--- src/rtl/i2c_am_pkg.sv ---
package i2c_am_pkg;
  localparam int unsigned BYTE_W = 8;
  localparam int unsigned ADDR_W = 10;
  localparam int unsigned A7_W   = 7;
  localparam int unsigned HI_W   = ADDR_W - BYTE_W;
  localparam int unsigned HDR_W  = BYTE_W - HI_W - 1;
  localparam logic [HDR_W-1:0] HDR_TAG = 5'b11110;

  typedef enum logic [2:0] {
    ST_IDLE,
    ST_RX,
    ST_ACK,
    ST_HOLD,
    ST_SKIP
  } st_e;
endpackage

--- src/rtl/i2c_am_cond.sv ---
module i2c_am_cond (
  input  logic clk_i,
  input  logic rst_ni,
  input  logic scl_i,
  input  logic sda_i,
  output logic start_o,
  output logic stop_o,
  output logic scl_rise_o,
  output logic scl_fall_o
);
  logic scl_q, sda_q;

  always_ff @(posedge clk_i or negedge rst_ni) begin
    if (!rst_ni) begin
      scl_q <= 1'b1;
      sda_q <= 1'b1;
    end else begin
      scl_q <= scl_i;
      sda_q <= sda_i;
    end
  end

  assign start_o    = scl_q & scl_i & sda_q & ~sda_i;
  assign stop_o     = scl_q & scl_i & ~sda_q & sda_i;
  assign scl_rise_o = ~scl_q & scl_i;
  assign scl_fall_o = scl_q & ~scl_i;
endmodule

--- src/rtl/i2c_am_shift.sv ---
module i2c_am_shift #(
  parameter int unsigned BITS = 8
) (
  input  logic            clk_i,
  input  logic            rst_ni,
  input  logic            clr_i,
  input  logic            en_i,
  input  logic            scl_rise_i,
  input  logic            sda_i,
  output logic [BITS-1:0] byte_o,
  output logic            full_o
);
  localparam int unsigned CNT_W = $clog2(BITS + 1);
  localparam logic [CNT_W-1:0] CNT_FULL = CNT_W'(BITS);

  logic [CNT_W-1:0] cnt_q;
  logic [BITS-1:0]  sh_q;

  always_ff @(posedge clk_i or negedge rst_ni) begin
    if (!rst_ni) begin
      cnt_q <= '0;
      sh_q  <= '0;
    end else if (clr_i) begin
      cnt_q <= '0;
      sh_q  <= '0;
    end else if (en_i && scl_rise_i && !full_o) begin
      cnt_q <= cnt_q + 1'b1;
      sh_q  <= {sh_q[BITS-2:0], sda_i};
    end
  end

  assign byte_o = sh_q;
  assign full_o = (cnt_q == CNT_FULL);
endmodule

--- src/rtl/i2c_am_cmp.sv ---
module i2c_am_cmp
  import i2c_am_pkg::*;
(
  input  logic [BYTE_W-1:0] byte_i,
  input  logic              phase2_i,
  input  logic              ten_valid_i,
  input  logic              cfg_ten_bit_i,
  input  logic [ADDR_W-1:0] cfg_addr_i,
  input  logic [ADDR_W-1:0] cfg_mask_i,
  input  logic              cfg_gc_en_i,
  input  logic              cfg_match_all_i,
  output logic              ack_o,
  output logic              final_o,
  output logic              rw_o,
  output logic              gc_o,
  output logic              hdr_wr_o,
  output logic              next2_o
);
  logic is_gc, is_hdr, hi_ok, lo_ok, a7_ok;

  assign is_gc  = cfg_gc_en_i && (byte_i == '0);
  assign is_hdr = (byte_i[BYTE_W-1 -: HDR_W] == HDR_TAG);
  assign hi_ok  = ((byte_i[HI_W:1] ^ cfg_addr_i[ADDR_W-1:BYTE_W]) &
                   ~cfg_mask_i[ADDR_W-1:BYTE_W]) == '0;
  assign lo_ok  = ((byte_i ^ cfg_addr_i[BYTE_W-1:0]) & ~cfg_mask_i[BYTE_W-1:0]) == '0;
  assign a7_ok  = ((byte_i[BYTE_W-1:1] ^ cfg_addr_i[A7_W-1:0]) &
                   ~cfg_mask_i[A7_W-1:0]) == '0;

  assign hdr_wr_o = cfg_ten_bit_i && !phase2_i && is_hdr && !byte_i[0];

  always_comb begin
    ack_o   = 1'b0;
    final_o = 1'b0;
    rw_o    = byte_i[0];
    gc_o    = 1'b0;
    next2_o = 1'b0;
    if (phase2_i) begin
      ack_o   = lo_ok || cfg_match_all_i;
      final_o = ack_o;
      rw_o    = 1'b0;
    end else if (is_gc) begin
      ack_o   = 1'b1;
      final_o = 1'b1;
      gc_o    = 1'b1;
      rw_o    = 1'b0;
    end else if (!cfg_ten_bit_i) begin
      ack_o   = a7_ok || cfg_match_all_i;
      final_o = ack_o;
    end else if (is_hdr && !byte_i[0]) begin
      ack_o   = hi_ok || cfg_match_all_i;
      next2_o = ack_o;
    end else if (is_hdr) begin
      ack_o   = (hi_ok && ten_valid_i) || cfg_match_all_i;
      final_o = ack_o;
    end else begin
      ack_o   = cfg_match_all_i;
      final_o = ack_o;
    end
  end
endmodule

--- src/rtl/i2c_addr_match.sv ---
module i2c_addr_match
  import i2c_am_pkg::*;
(
  input  logic              clk_i,
  input  logic              rst_ni,
  input  logic              scl_i,
  input  logic              sda_i,
  input  logic              cfg_ten_bit_i,
  input  logic [ADDR_W-1:0] cfg_addr_i,
  input  logic [ADDR_W-1:0] cfg_mask_i,
  input  logic              cfg_gc_en_i,
  input  logic              cfg_match_all_i,
  input  logic              release_i,
  output logic              sda_low_o,
  output logic              scl_low_o,
  output logic              match_o,
  output logic              rw_o,
  output logic              gc_o
);
  logic start, stop, scl_rise, scl_fall;
  logic [BYTE_W-1:0] rx_byte;
  logic rx_full, sh_clr;
  logic c_ack, c_final, c_rw, c_gc, c_hdr_wr, c_next2;

  st_e  st_q;
  logic phase2_q, ten_valid_q, next2_q, hold_pend_q;
  logic sda_low_q, scl_low_q, match_q, rw_q, gc_q;

  i2c_am_cond u_cond (
    .clk_i      (clk_i),
    .rst_ni     (rst_ni),
    .scl_i      (scl_i),
    .sda_i      (sda_i),
    .start_o    (start),
    .stop_o     (stop),
    .scl_rise_o (scl_rise),
    .scl_fall_o (scl_fall)
  );

  assign sh_clr = start || stop || (st_q == ST_ACK && scl_fall && next2_q);

  i2c_am_shift #(.BITS(BYTE_W)) u_shift (
    .clk_i      (clk_i),
    .rst_ni     (rst_ni),
    .clr_i      (sh_clr),
    .en_i       (st_q == ST_RX),
    .scl_rise_i (scl_rise),
    .sda_i      (sda_i),
    .byte_o     (rx_byte),
    .full_o     (rx_full)
  );

  i2c_am_cmp u_cmp (
    .byte_i          (rx_byte),
    .phase2_i        (phase2_q),
    .ten_valid_i     (ten_valid_q),
    .cfg_ten_bit_i   (cfg_ten_bit_i),
    .cfg_addr_i      (cfg_addr_i),
    .cfg_mask_i      (cfg_mask_i),
    .cfg_gc_en_i     (cfg_gc_en_i),
    .cfg_match_all_i (cfg_match_all_i),
    .ack_o           (c_ack),
    .final_o         (c_final),
    .rw_o            (c_rw),
    .gc_o            (c_gc),
    .hdr_wr_o        (c_hdr_wr),
    .next2_o         (c_next2)
  );

  always_ff @(posedge clk_i or negedge rst_ni) begin
    if (!rst_ni) begin
      st_q        <= ST_IDLE;
      phase2_q    <= 1'b0;
      ten_valid_q <= 1'b0;
      next2_q     <= 1'b0;
      hold_pend_q <= 1'b0;
      sda_low_q   <= 1'b0;
      scl_low_q   <= 1'b0;
      match_q     <= 1'b0;
      rw_q        <= 1'b0;
      gc_q        <= 1'b0;
    end else begin
      match_q <= 1'b0;
      if (stop) begin
        st_q        <= ST_IDLE;
        phase2_q    <= 1'b0;
        ten_valid_q <= 1'b0;
        sda_low_q   <= 1'b0;
        scl_low_q   <= 1'b0;
        rw_q        <= 1'b0;
        gc_q        <= 1'b0;
      end else if (start) begin
        st_q      <= ST_RX;
        phase2_q  <= 1'b0;
        sda_low_q <= 1'b0;
        scl_low_q <= 1'b0;
        rw_q      <= 1'b0;
        gc_q      <= 1'b0;
      end else begin
        unique case (st_q)
          ST_RX: begin
            if (rx_full && scl_fall) begin
              // a fresh 10-bit write header invalidates any earlier full match
              if (c_hdr_wr || phase2_q) ten_valid_q <= phase2_q && c_ack;
              if (c_ack) begin
                st_q        <= ST_ACK;
                sda_low_q   <= 1'b1;
                next2_q     <= c_next2;
                hold_pend_q <= c_final && c_rw;
                if (c_final) begin
                  match_q <= 1'b1;
                  rw_q    <= c_rw;
                  gc_q    <= c_gc;
                end
              end else begin
                st_q <= ST_SKIP;
              end
            end
          end
          ST_ACK: begin
            if (scl_fall) begin
              sda_low_q <= 1'b0;
              if (next2_q) begin
                st_q     <= ST_RX;
                phase2_q <= 1'b1;
              end else if (hold_pend_q) begin
                st_q      <= ST_HOLD;
                scl_low_q <= 1'b1;
              end else begin
                st_q <= ST_SKIP;
              end
            end
          end
          ST_HOLD: begin
            if (release_i) begin
              scl_low_q <= 1'b0;
              st_q      <= ST_SKIP;
            end
          end
          default: ;
        endcase
      end
    end
  end

  assign sda_low_o = sda_low_q;
  assign scl_low_o = scl_low_q;
  assign match_o   = match_q;
  assign rw_o      = rw_q;
  assign gc_o      = gc_q;
endmodule

--- config.mk ---
export PLATFORM = sky130hd
export DESIGN_NAME = i2c_addr_match
export DESIGN_NICKNAME = d
export VERILOG_FILES = /design/src/rtl/i2c_am_pkg.sv /design/src/rtl/i2c_am_cond.sv /design/src/rtl/i2c_am_shift.sv /design/src/rtl/i2c_am_cmp.sv /design/src/rtl/i2c_addr_match.sv
export SDC_FILE = /design/constraint.sdc
export NUM_CORES = 1
export LEC_CHECK = 0
export BUFFER_PORTS_ARGS = -buffer_cell sky130_fd_sc_hd__clkbuf_2
export CAP_MARGIN = 15
export CORE_ASPECT_RATIO = 0.8
export CORE_MARGIN = 2
export CORE_UTILIZATION = 30
export CTS_CLUSTER_DIAMETER = 40
export CTS_CLUSTER_SIZE = 24
export DETAILED_ROUTE_END_ITERATION = 10
export RECOVER_POWER = 25
export SLEW_MARGIN = 40
export SYNTH_ARGS = -nofsm -noshare
export SYNTH_HDL_FRONTEND = slang
export SYNTH_SLANG_ARGS = --single-unit
--- constraint.sdc ---
create_clock -name clk_i -period 2.1 [get_ports clk_i]
set_input_delay 0.21 -clock clk_i [delete_from_list [all_inputs] [get_ports clk_i]]
set_output_delay 0.21 -clock clk_i [all_outputs]
set_load 0.01 [all_outputs]
* Word level (Yosys, flattened, before mapping)
Cells that the tools add are included.
** Word-level totals
- Bits in registers :: 26
- Input bits :: 28
- Output and inout port bits :: 5
- Word-level logic and storage cells :: 168
** Operators by class
- $add $sub $neg :: 1
- Eq/ne operators :: 12
- Muxes and demuxes :: 71
- Bitwise gates (word level) :: 22
- Reductions and logical operators :: 48
** Operators with widths (count)
- two-way mux 1 bit :: 56
- two-way mux 3 bit :: 8
- inequality test 4 bit, second input constant :: 6
- nonzero test 3 bit :: 7
- zero test 8 bit :: 2
- two-way mux 8 bit :: 2
- AND reduction 4 bit :: 4
- logical AND 1 bit :: 13
- AND reduction 5 bit :: 2
- case mux 3 bit (3 select lines) :: 1
- bitwise AND 8 bit :: 1
- two-way mux 4 bit :: 2
- NOT 8 bit :: 1
- nonzero test 2 bit :: 4
- nonzero test 4 bit :: 2
- bitwise XOR 8 bit :: 1
- bitwise AND 1 bit :: 7
- bitwise AND 7 bit :: 1
- zero test 7 bit :: 1
- logical OR 1 bit :: 7
- NOT 7 bit :: 1
- bitwise XOR 7 bit :: 1
- == test 3 x 2 -> 1 bit, second input constant :: 2
- NOT 1 bit :: 6
- other kinds (13) :: 16

* Logic depth before layout (Yosys ltp)
Gate-level depths: netlist of the first run.
- Depth after elaboration :: 16
- Gate-level depth with buffers :: 7

* Cells and area by module
From an unflattened synthesis of the first run, not the netlist that was laid out.
** Unflattened totals
- Cells, all modules :: 169
- Area, all modules :: 1720.4 um2
** Modules (own cells, without submodules)
- i2c_addr_match :: instances 1, cells each 65, area each 661.9 um2, seq. area each 300.3 um2
- i2c_am_shift :: instances 1, cells each 52, area each 609.3 um2, seq. area each 300.3 um2
- i2c_am_cmp :: instances 1, cells each 46, area each 361.6 um2, seq. area each 0.0 um2
- i2c_am_cond :: instances 1, cells each 6, area each 87.6 um2, seq. area each 52.6 um2

* Worst setup path before layout of the first run
Ideal clock, no wire load.
- Path type :: register to register
- Start point :: reg u_shift.cnt_q[0]
- End point :: reg gc_q, in the netlist gc_o
- Setup time :: 0.079 ns
- Arrival time :: 1.772 ns
- Setup slack :: 0.248 ns
- Stages on the path, launching flop included :: 8
- Period minus slack after synthesis :: 1.852 ns
- Cells stage by stage :: dfrtp_1 -> inv_1 -> ha_1 -> nand3b_1 -> or3_4 -> or2_4 -> and4b_1 -> mux2i_1
** On the way
- Word-level cells in the longest chain between the ends :: 4
** RTL lines
- from (decl) :: line i2c_am_shift.sv:16 : logic [CNT_W-1:0] cnt_q;
- from (signal assigned) :: line i2c_am_shift.sv:27 : cnt_q <= cnt_q + 1'b1;
- == test 4 bit :: line i2c_am_shift.sv:33 : assign full_o = (cnt_q == CNT_FULL);
- logical AND 1 bit :: line i2c_addr_match.sv:102 : if (rx_full && scl_fall) begin
- nonzero test 3 bit (no line)
- AND reduction 4 bit (no line)
- to (signal assigned) :: line i2c_addr_match.sv:113 : gc_q <= c_gc;
- to (decl) :: line i2c_addr_match.sv:27 : logic sda_low_q, scl_low_q, match_q, rw_q, gc_q;
Every way passes these cells.
A chain may end at the register's enable or synchronous reset.

* Final worst setup path of the first run
- Start point :: reg u_shift.cnt_q[0]
- End point :: reg next2_q
** On the way
- Word-level cells in the longest chain between the ends :: 3
** RTL lines
- == test 4 bit :: line i2c_am_shift.sv:33
- logical AND 1 bit :: line i2c_addr_match.sv:102
- AND reduction 5 bit (no line)
- to (signal assigned) :: line i2c_addr_match.sv:108 : next2_q <= c_next2;
- to (decl) :: line i2c_addr_match.sv:26 : logic phase2_q, ten_valid_q, next2_q, hold_pend_q;
Every way passes these cells.

==> results of run 1 <==
[sequential cells by signal, summed over array words and instances (netlist names)]
signal,count
u_shift.byte_o,8
u_shift.cnt_q,4
st_q,3
gc_o,1
hold_pend_q,1
match_o,1
next2_q,1
phase2_q,1
rw_o,1
scl_low_o,1
sda_low_o,1
ten_valid_q,1
u_cond.scl_q,1
u_cond.sda_q,1
[stage by stage]
step | setup WS [ns] | hold WS, ns | instances | util (%)
5_1_grt | 0.0246 | 0.126 | 290 | 37.3
2_1_floorplan | 0.248 | -0.0856 | 177 | -
6_report | 0.167 | 0.114 | 290 | 37.3
3_5_place_dp | 0.136 | 0.281 | 285 | 35.8
4_1_cts | 0.103 | 0.0808 | 290 | 37.3
3_3_place_gp | 0.181 | 0.271 | 285 | 35.8
[repair_timing]
item                                    4_1_cts  5_1_grt
endpoints found under the setup margin        0        2
gates resized for setup                       0        2
hold buffers                                  1        0
hold endpoints to repair                     24        0
[layer usage]
metal	wire, um	up-vias
li1	-	716
met1	1900	674
met2	1800	22
met3	143	4
met4	41	0
met5	0	-
[cell usage in the layout, fill, tap and decap left out, types with 2 or more instances in the layout]
master,instances
a21oi_1,4
nand2b_1,2
o22ai_1,5
mux2i_1,11
clkbuf_8,3
nor4_1,2
xnor2_1,15
inv_1,11
a31o_1,2
o22a_1,2
nand2_1,9
clkbuf_2,25
dfrtp_1,23
a31oi_1,4
clkbuf_1,7
and4b_1,2
or3_1,2
xor2_1,5
nand4_1,4
buf_4,5
nor2_1,18
nor2b_1,3
nand3_1,8
a21o_1,3
dfstp_2,2
o211ai_1,2
ha_1,2
o21ai_0,3
[final cells by class]
cell class              count  share of cell area (%)
repair buffers             38                    9.75
clock buffers               3                    2.02
clock inverters             1                    1.47
well taps                  78                    4.78
inverters                  11                    2.02
multi-input cells         133                    47.9
flip-flops and latches     26                    32.1
[power breakdown]
part / leakage (nW) / switching [mW] / total [mW] / internal (mW)
Sequential: 0.342 / 0.0881 / 0.653 / 0.565
Combinational: 0.566 / 0.239 / 0.464 / 0.225
Clock: 0.0357 / 0.170 / 0.426 / 0.255
[critical path, delay by kind of cell, from the launching register on]
| kind | cells | cell delay, ns |
|---|---|---|
| buf+inv | 1 | 0.10 |
| compound gates | 2 | 0.55 |
| simple gates | 3 | 0.66 |
| fa+ha+maj | 1 | 0.15 |
| flops | 1 | 0.42 |
[kinds of logic (layout without fill, tap and decap cells)]
kind of cell / after synthesis / count (layout)
buf+inv: 18 / 53
mux: 11 / 11
simple gates: 62 / 62
fa+ha+maj: 2 / 2
compound gates: 37 / 37
flops: 26 / 26
xor+xnor: 21 / 21
[worst max-delay path by stage]
| stage | slack [ns] | cells past startpoint | endpoint |
|---|---|---|---|
| after floorplan | 0.25 | 7 | gc_o |
| after global placement | 0.18 | 5 | gc_o |
| after detailed placement | 0.14 | 5 | rw_o |
| after CTS | 0.10 | 5 | rw_o |
| after global routing | 0.02 | 2 | u_shift.byte_o[0] |
| final | 0.17 | 7 | next2_q |
==> results.toml, run 1 <==
[routing]
vias_per_cell = 4.88
total_routed_wirelength_um = 3890
detailedRoute.firstPassIterationCount = 4
route.antenna.remaining_nets = 0
route.vias.total = 1416
remaining_drc_errors = 0
wire_per_inst_um = 13.4
drt_first_iter_violations = 71

[worst_setup_path]
r2r_start = "u_shift.cnt_q[0]"
timing_worst_setup_path_type = "register to register"
crit_start = "u_shift.cnt_q[0]"
count_of_cells_along_the_worst_register_to_register_path = 7
cp_data_required_time_ns = 2.32
slowest_stage = "dfrtp_1"
cp_data_arrival_time_ns = 2.15
worstPathCellList = "inv_1, ha_1, nand3b_1, or3_4, or2_4, a2111oi_1, a21o_1"
critPathCaptureType = "register"
rrSetupSlack_ns = 0.17
worst_path_largest_cell_delay_ns = 0.42
rr_endpoint = "next2_q"
worst_setup_path_start_kind = "register"
critical_path_peak_fanout = 3

[power]
cellPowerDensity_nw_per_um2 = 756
p_leak_nw = 0.944
vdd.ir_drop.worst_uv = 280
finalPower_mw = 1.54

[placement]
dp.final_hpwl_um = 3010
buffer_ports.inserted = 32
dpl_cell_area_um2 = 1960
placer_congestion_estimate = 0.823

[yosys]
synth-main-ff-cell = "dfrtp_1"
multiplexer_fraction_of_the_synthesized_cell_area_pct = 6.44
netlist-cell-type-count = 51
mappedNetlistArea_um2 = 1710
synth_top_area_share_pct = 35.1
postSynthNetCount = 207
synthesis.area_per_instance_um2 = 9.66
synth_edf_count = 0
synthTopCellsByCount = "24 x dfrtp_1, 18 x nor2_1, 15 x xnor2_1, 11 x inv_1, 11 x mux2i_1"
synth_top_family_by_area = "simple AND/OR/NAND/NOR gates"
yosys_warnings = 0
synth-seq-cells = 26
syn-instance-count = 177
ys_seq_area_share_pct = 38.2
post_synth_and_or_nand_nor_area_fraction_pct = 20.5
yosysMostFrequentCell = "dfrtp_1"
async_flop_share_pct = 100
post_synth_xor_area_fraction_pct = 11.2
synthDominantAreaCellType = "dfrtp_1"
synth.top_cells.by_area = "dfrtp_1 35%, xnor2_1 7.7%, mux2i_1 6.4%"
synth_compound_gate_area_share_pct = 17.0
synthAdderAreaFrac_pct = 1.46

[min_path]
min_to = "u_cond.scl_q"
hold_path_class = "input port to register"
min_from = "scl_i"
min_path_cells = 1

[sta]
clock-skew-final_ns = 0.00188
number_of_max_slew_violations_in_the_final_report = 0
final_hold_viol_count = 0
max_slew_margin_pct = 4.58
report.final.setup_viol = 0
unrepaired_setup_endpoints_after_global_routing = "no"
worstMarginPinSlew_ns = 1.43
period_needed_ns = 1.93
fmax_mhz = 517
layout_worst_path_cycle_share_pct = 92.0
final.setup.tns_ns = 0

[finish]
nFillCells = 596
ff_latch_area_um2 = 654
fin_nets = 243
post_route_cells_drive_above_1_share_pct = 20.8
final_cell_area_um2 = 2040
number_of_antenna_cells_inserted = 0
syn_to_final_growth_pct = 19.3
multi_input_comb_area_um2 = 977

[clock_network]
clk_pin_slew_worst_paths_ns = 0.09
cts_sinks = 26
cts.htree.levels = 1
cts_buffers = 3
max-clock-path-buffers = 2
cts_root_buffer = "clkbuf_8"
count_of_buffers_added_by_post_cts_timing_repair_for_setup = 0
clock_tree_from_tritoncts = "done"
insertion_delay_of_the_later_clocked_pin_in_the_worst_skew_pair_ns = 0.27

[floorplanning]
die_height_um = 71.5
core_region_area_um2 = 5470
fp.dieArea_um2 = 6330
rows = 24
pin_count = 33
die-width_um = 88.4
start_util_pct = 31.3

[global_routing]
global_route.usage.met2_pct = 20.3
grt_first_pass_wirelength_um = 6570
gr-total-overflow = 0
groute.layer.met3.usage_pct = 2.88
grt_pass1_vias = 1362
met1_use_gr_pct = 19.3
busiest_layer = "met2"
largest_net_degree_at_the_start_of_global_routing = 27
groute.usage.overall_pct = 13.4
grt_antenna_before_repair = 0

[job]
max_cap_violations = 0

[outcome]
status = "finished clean"
Note: power is estimated with default switching activity, not from simulation.
==> run 2, diff against run 1 <==
--- a/config.mk
+++ b/config.mk
@@ -13,7 +13,7 @@
 export CTS_CLUSTER_DIAMETER = 40
 export CTS_CLUSTER_SIZE = 24
 export DETAILED_ROUTE_END_ITERATION = 10
-export RECOVER_POWER = 25
+export RECOVER_POWER = 100
 export SLEW_MARGIN = 40
 export SYNTH_ARGS = -nofsm -noshare
 export SYNTH_HDL_FRONTEND = slang
==> run 2 against run 1 <==
Compared with the run above:
- first-iteration DRC count decreased by 24%
- via count decreased by 0.56%
- setup slack got worse by 0.0079 ns
- critical endpoint unchanged
- register-to-register slack about the same
- clock skew about the same
- cell count unchanged
- largest cell class unchanged
- non-clock buffer count unchanged
- wire length increased by 0.26%
- combinational power decreased by 2%
- maximum frequency decreased by 0.41%
- largest power group unchanged
- count of clock-buffer cells in the layout unchanged
==> results.toml, run 2 (synthesized netlist as in run 1, its figures left out) <==
[clock_network]
count_of_buffers_added_by_post_cts_timing_repair_for_setup = 0
cts_sinks = 26
clk_pin_slew_worst_paths_ns = 0.09
clock_tree_from_tritoncts = "done"
cts_buffers = 3
max-clock-path-buffers = 2
cts.htree.levels = 1
cts_root_buffer = "clkbuf_8"
insertion_delay_of_the_later_clocked_pin_in_the_worst_skew_pair_ns = 0.27

[finish]
number_of_antenna_cells_inserted = 0
layout.cells.most_common_list = "25 x clkbuf_2, 23 x dfrtp_1, 18 x nor2_1"
largest_register_ff_count = 8
commonest_non_fill_non_tap_cell_in_the_layout = "clkbuf_2"
syn_to_final_growth_pct = 18.4
post_layout_nonfiller_instances = 290
post_route_cells_drive_above_1_share_pct = 18.9
fin_nets = 243
multi_input_comb_area_um2 = 972
nFillCells = 603
ff_latch_area_um2 = 654

[sta]
final_hold_viol_count = 0
report.final.setup_viol = 0
fmax_mhz = 515
post-route-worst-setup-slack_ns = 0.160
final.setup.tns_ns = 0
max_slew_margin_pct = 5.02
worstMarginPinSlew_ns = 1.42
layout_worst_path_cycle_share_pct = 92.4
unrepaired_setup_endpoints_after_global_routing = "no"
number_of_max_slew_violations_in_the_final_report = 0
period_needed_ns = 1.94
clock-skew-final_ns = 0.00170

[power]
vdd.ir_drop.worst_uv = 280
p_leak_nw = 0.931
cellPowerDensity_nw_per_um2 = 757

[global_routing]
grt_first_pass_wirelength_um = 6570
gr-total-overflow = 0
grt_antenna_before_repair = 0
groute.usage.overall_pct = 13.4
largest_net_degree_at_the_start_of_global_routing = 27
grt_pass1_vias = 1362

[worst_setup_path]
r2r_start = "u_shift.cnt_q[0]"
cp_data_arrival_time_ns = 2.16
critical_path_peak_fanout = 3
crit_start = "u_shift.cnt_q[0]"
count_of_cells_along_the_worst_register_to_register_path = 7
rr_endpoint = "next2_q"
critPathCapture = "next2_q"
cp_data_required_time_ns = 2.32
rrSetupSlack_ns = 0.16
worst_setup_path_start_kind = "register"
timing_worst_setup_path_type = "register to register"
critPathCaptureType = "register"

[floorplanning]
rows = 24
fp.dieArea_um2 = 6330
pin_count = 33
die-width_um = 88.4
core_region_area_um2 = 5470
start_util_pct = 31.3
die_height_um = 71.5

[outcome]
status = "finished clean"

[routing]
vias_per_cell = 4.86
drt_first_iter_violations = 54
route.antenna.remaining_nets = 0
detailedRoute.firstPassIterationCount = 4
wire_per_inst_um = 13.4
total_routed_wirelength_um = 3900
remaining_drc_errors = 0
route.vias.total = 1408

[placement]
place_inst = 285
placer_congestion_estimate = 0.823
dp.final_hpwl_um = 3010
place_worst_setup_slack_ns = 0.136
buffer_ports.inserted = 32

[min_path]
hold_path_class = "input port to register"

[job]
max_cap_violations = 0
==> run 2: cell types whose count changed in the layout (fill, tap and decap cells not counted) <==
cell,delta
buf_4,-3
clkbuf_1,+3
o21ai_0,+1
o21ai_1,-1
or3_1,+1
or3_4,-1
==> run 2: where the power goes <==
group / internal, mW / switching (mW) / leakage, nW
sequential: 0.565 / 0.0883 / 0.342
combinational: 0.216 / 0.239 / 0.553
clock: 0.255 / 0.170 / 0.0357
total: 1.04 / 0.497 / 0.931
==> run 2: repair_timing <==
| item | 4_1_cts | 5_1_grt |
|---|---|---|
| hold buffers | 1 | 0 |
| resized for setup | 0 | 2 |
| hold endpoints to repair | 24 | 0 |
| setup endpoints to repair | 0 | 2 |
==> run 2: per-stage QoR <==
stage / util [%] / cell area, um2 / total power [mW] / hold slack, ns
after CTS: 37.3 / 2040 / 1.55 / 0.0808
after global routing: 37.0 / 2020 / 1.63 / 0.126
after floorplan: - / 1710 / 0.979 / -0.0856
after global placement: 35.8 / 1960 / 1.12 / 0.271
after detailed placement: 35.8 / 1960 / 1.12 / 0.281
final: 37.0 / 2020 / 1.53 / 0.114
==> run 2: routing by layer <==
layer  track usage [%]  part of all wire [%]  up-vias
met1              19.3                    50      669
li1                  -                     -      714
met4              3.54                   1.1        0
met5                 0                     0        -
met3              2.88                   3.2        4
met2              20.3                    46       21
==> run 2: area by class of cell <==
cell class | count | area share (%)
clock buffers | 3 | 2.04
clock inverters | 1 | 1.48
inverters | 11 | 2.04
multi-input cells | 133 | 48.0
flip-flops and latches | 26 | 32.3
well taps | 78 | 4.82
repair buffers | 38 | 9.27
==> run 2: critical path: stages, from the launching register on <==
cell and delay (ns):
dfrtp_1 0.42, inv_1 0.10, ha_1 0.15, nand3b_1 0.08, or3_1 0.35, or2_4 0.25, a2111oi_1 0.42, a21o_1 0.13
==> run 2: worst min-delay path by stage <==
stage | start | depth (start not counted) | slack, ns | endpoint
floorplan | rst_ni | 0 | -0.09 | gc_o
global placement | rst_ni | 1 | 0.27 | gc_o
detailed placement | rst_ni | 1 | 0.28 | gc_o
CTS | scl_i | 1 | 0.08 | u_cond.scl_q
global route | scl_i | 1 | 0.13 | u_cond.scl_q
finish | scl_i | 1 | 0.11 | u_cond.scl_q
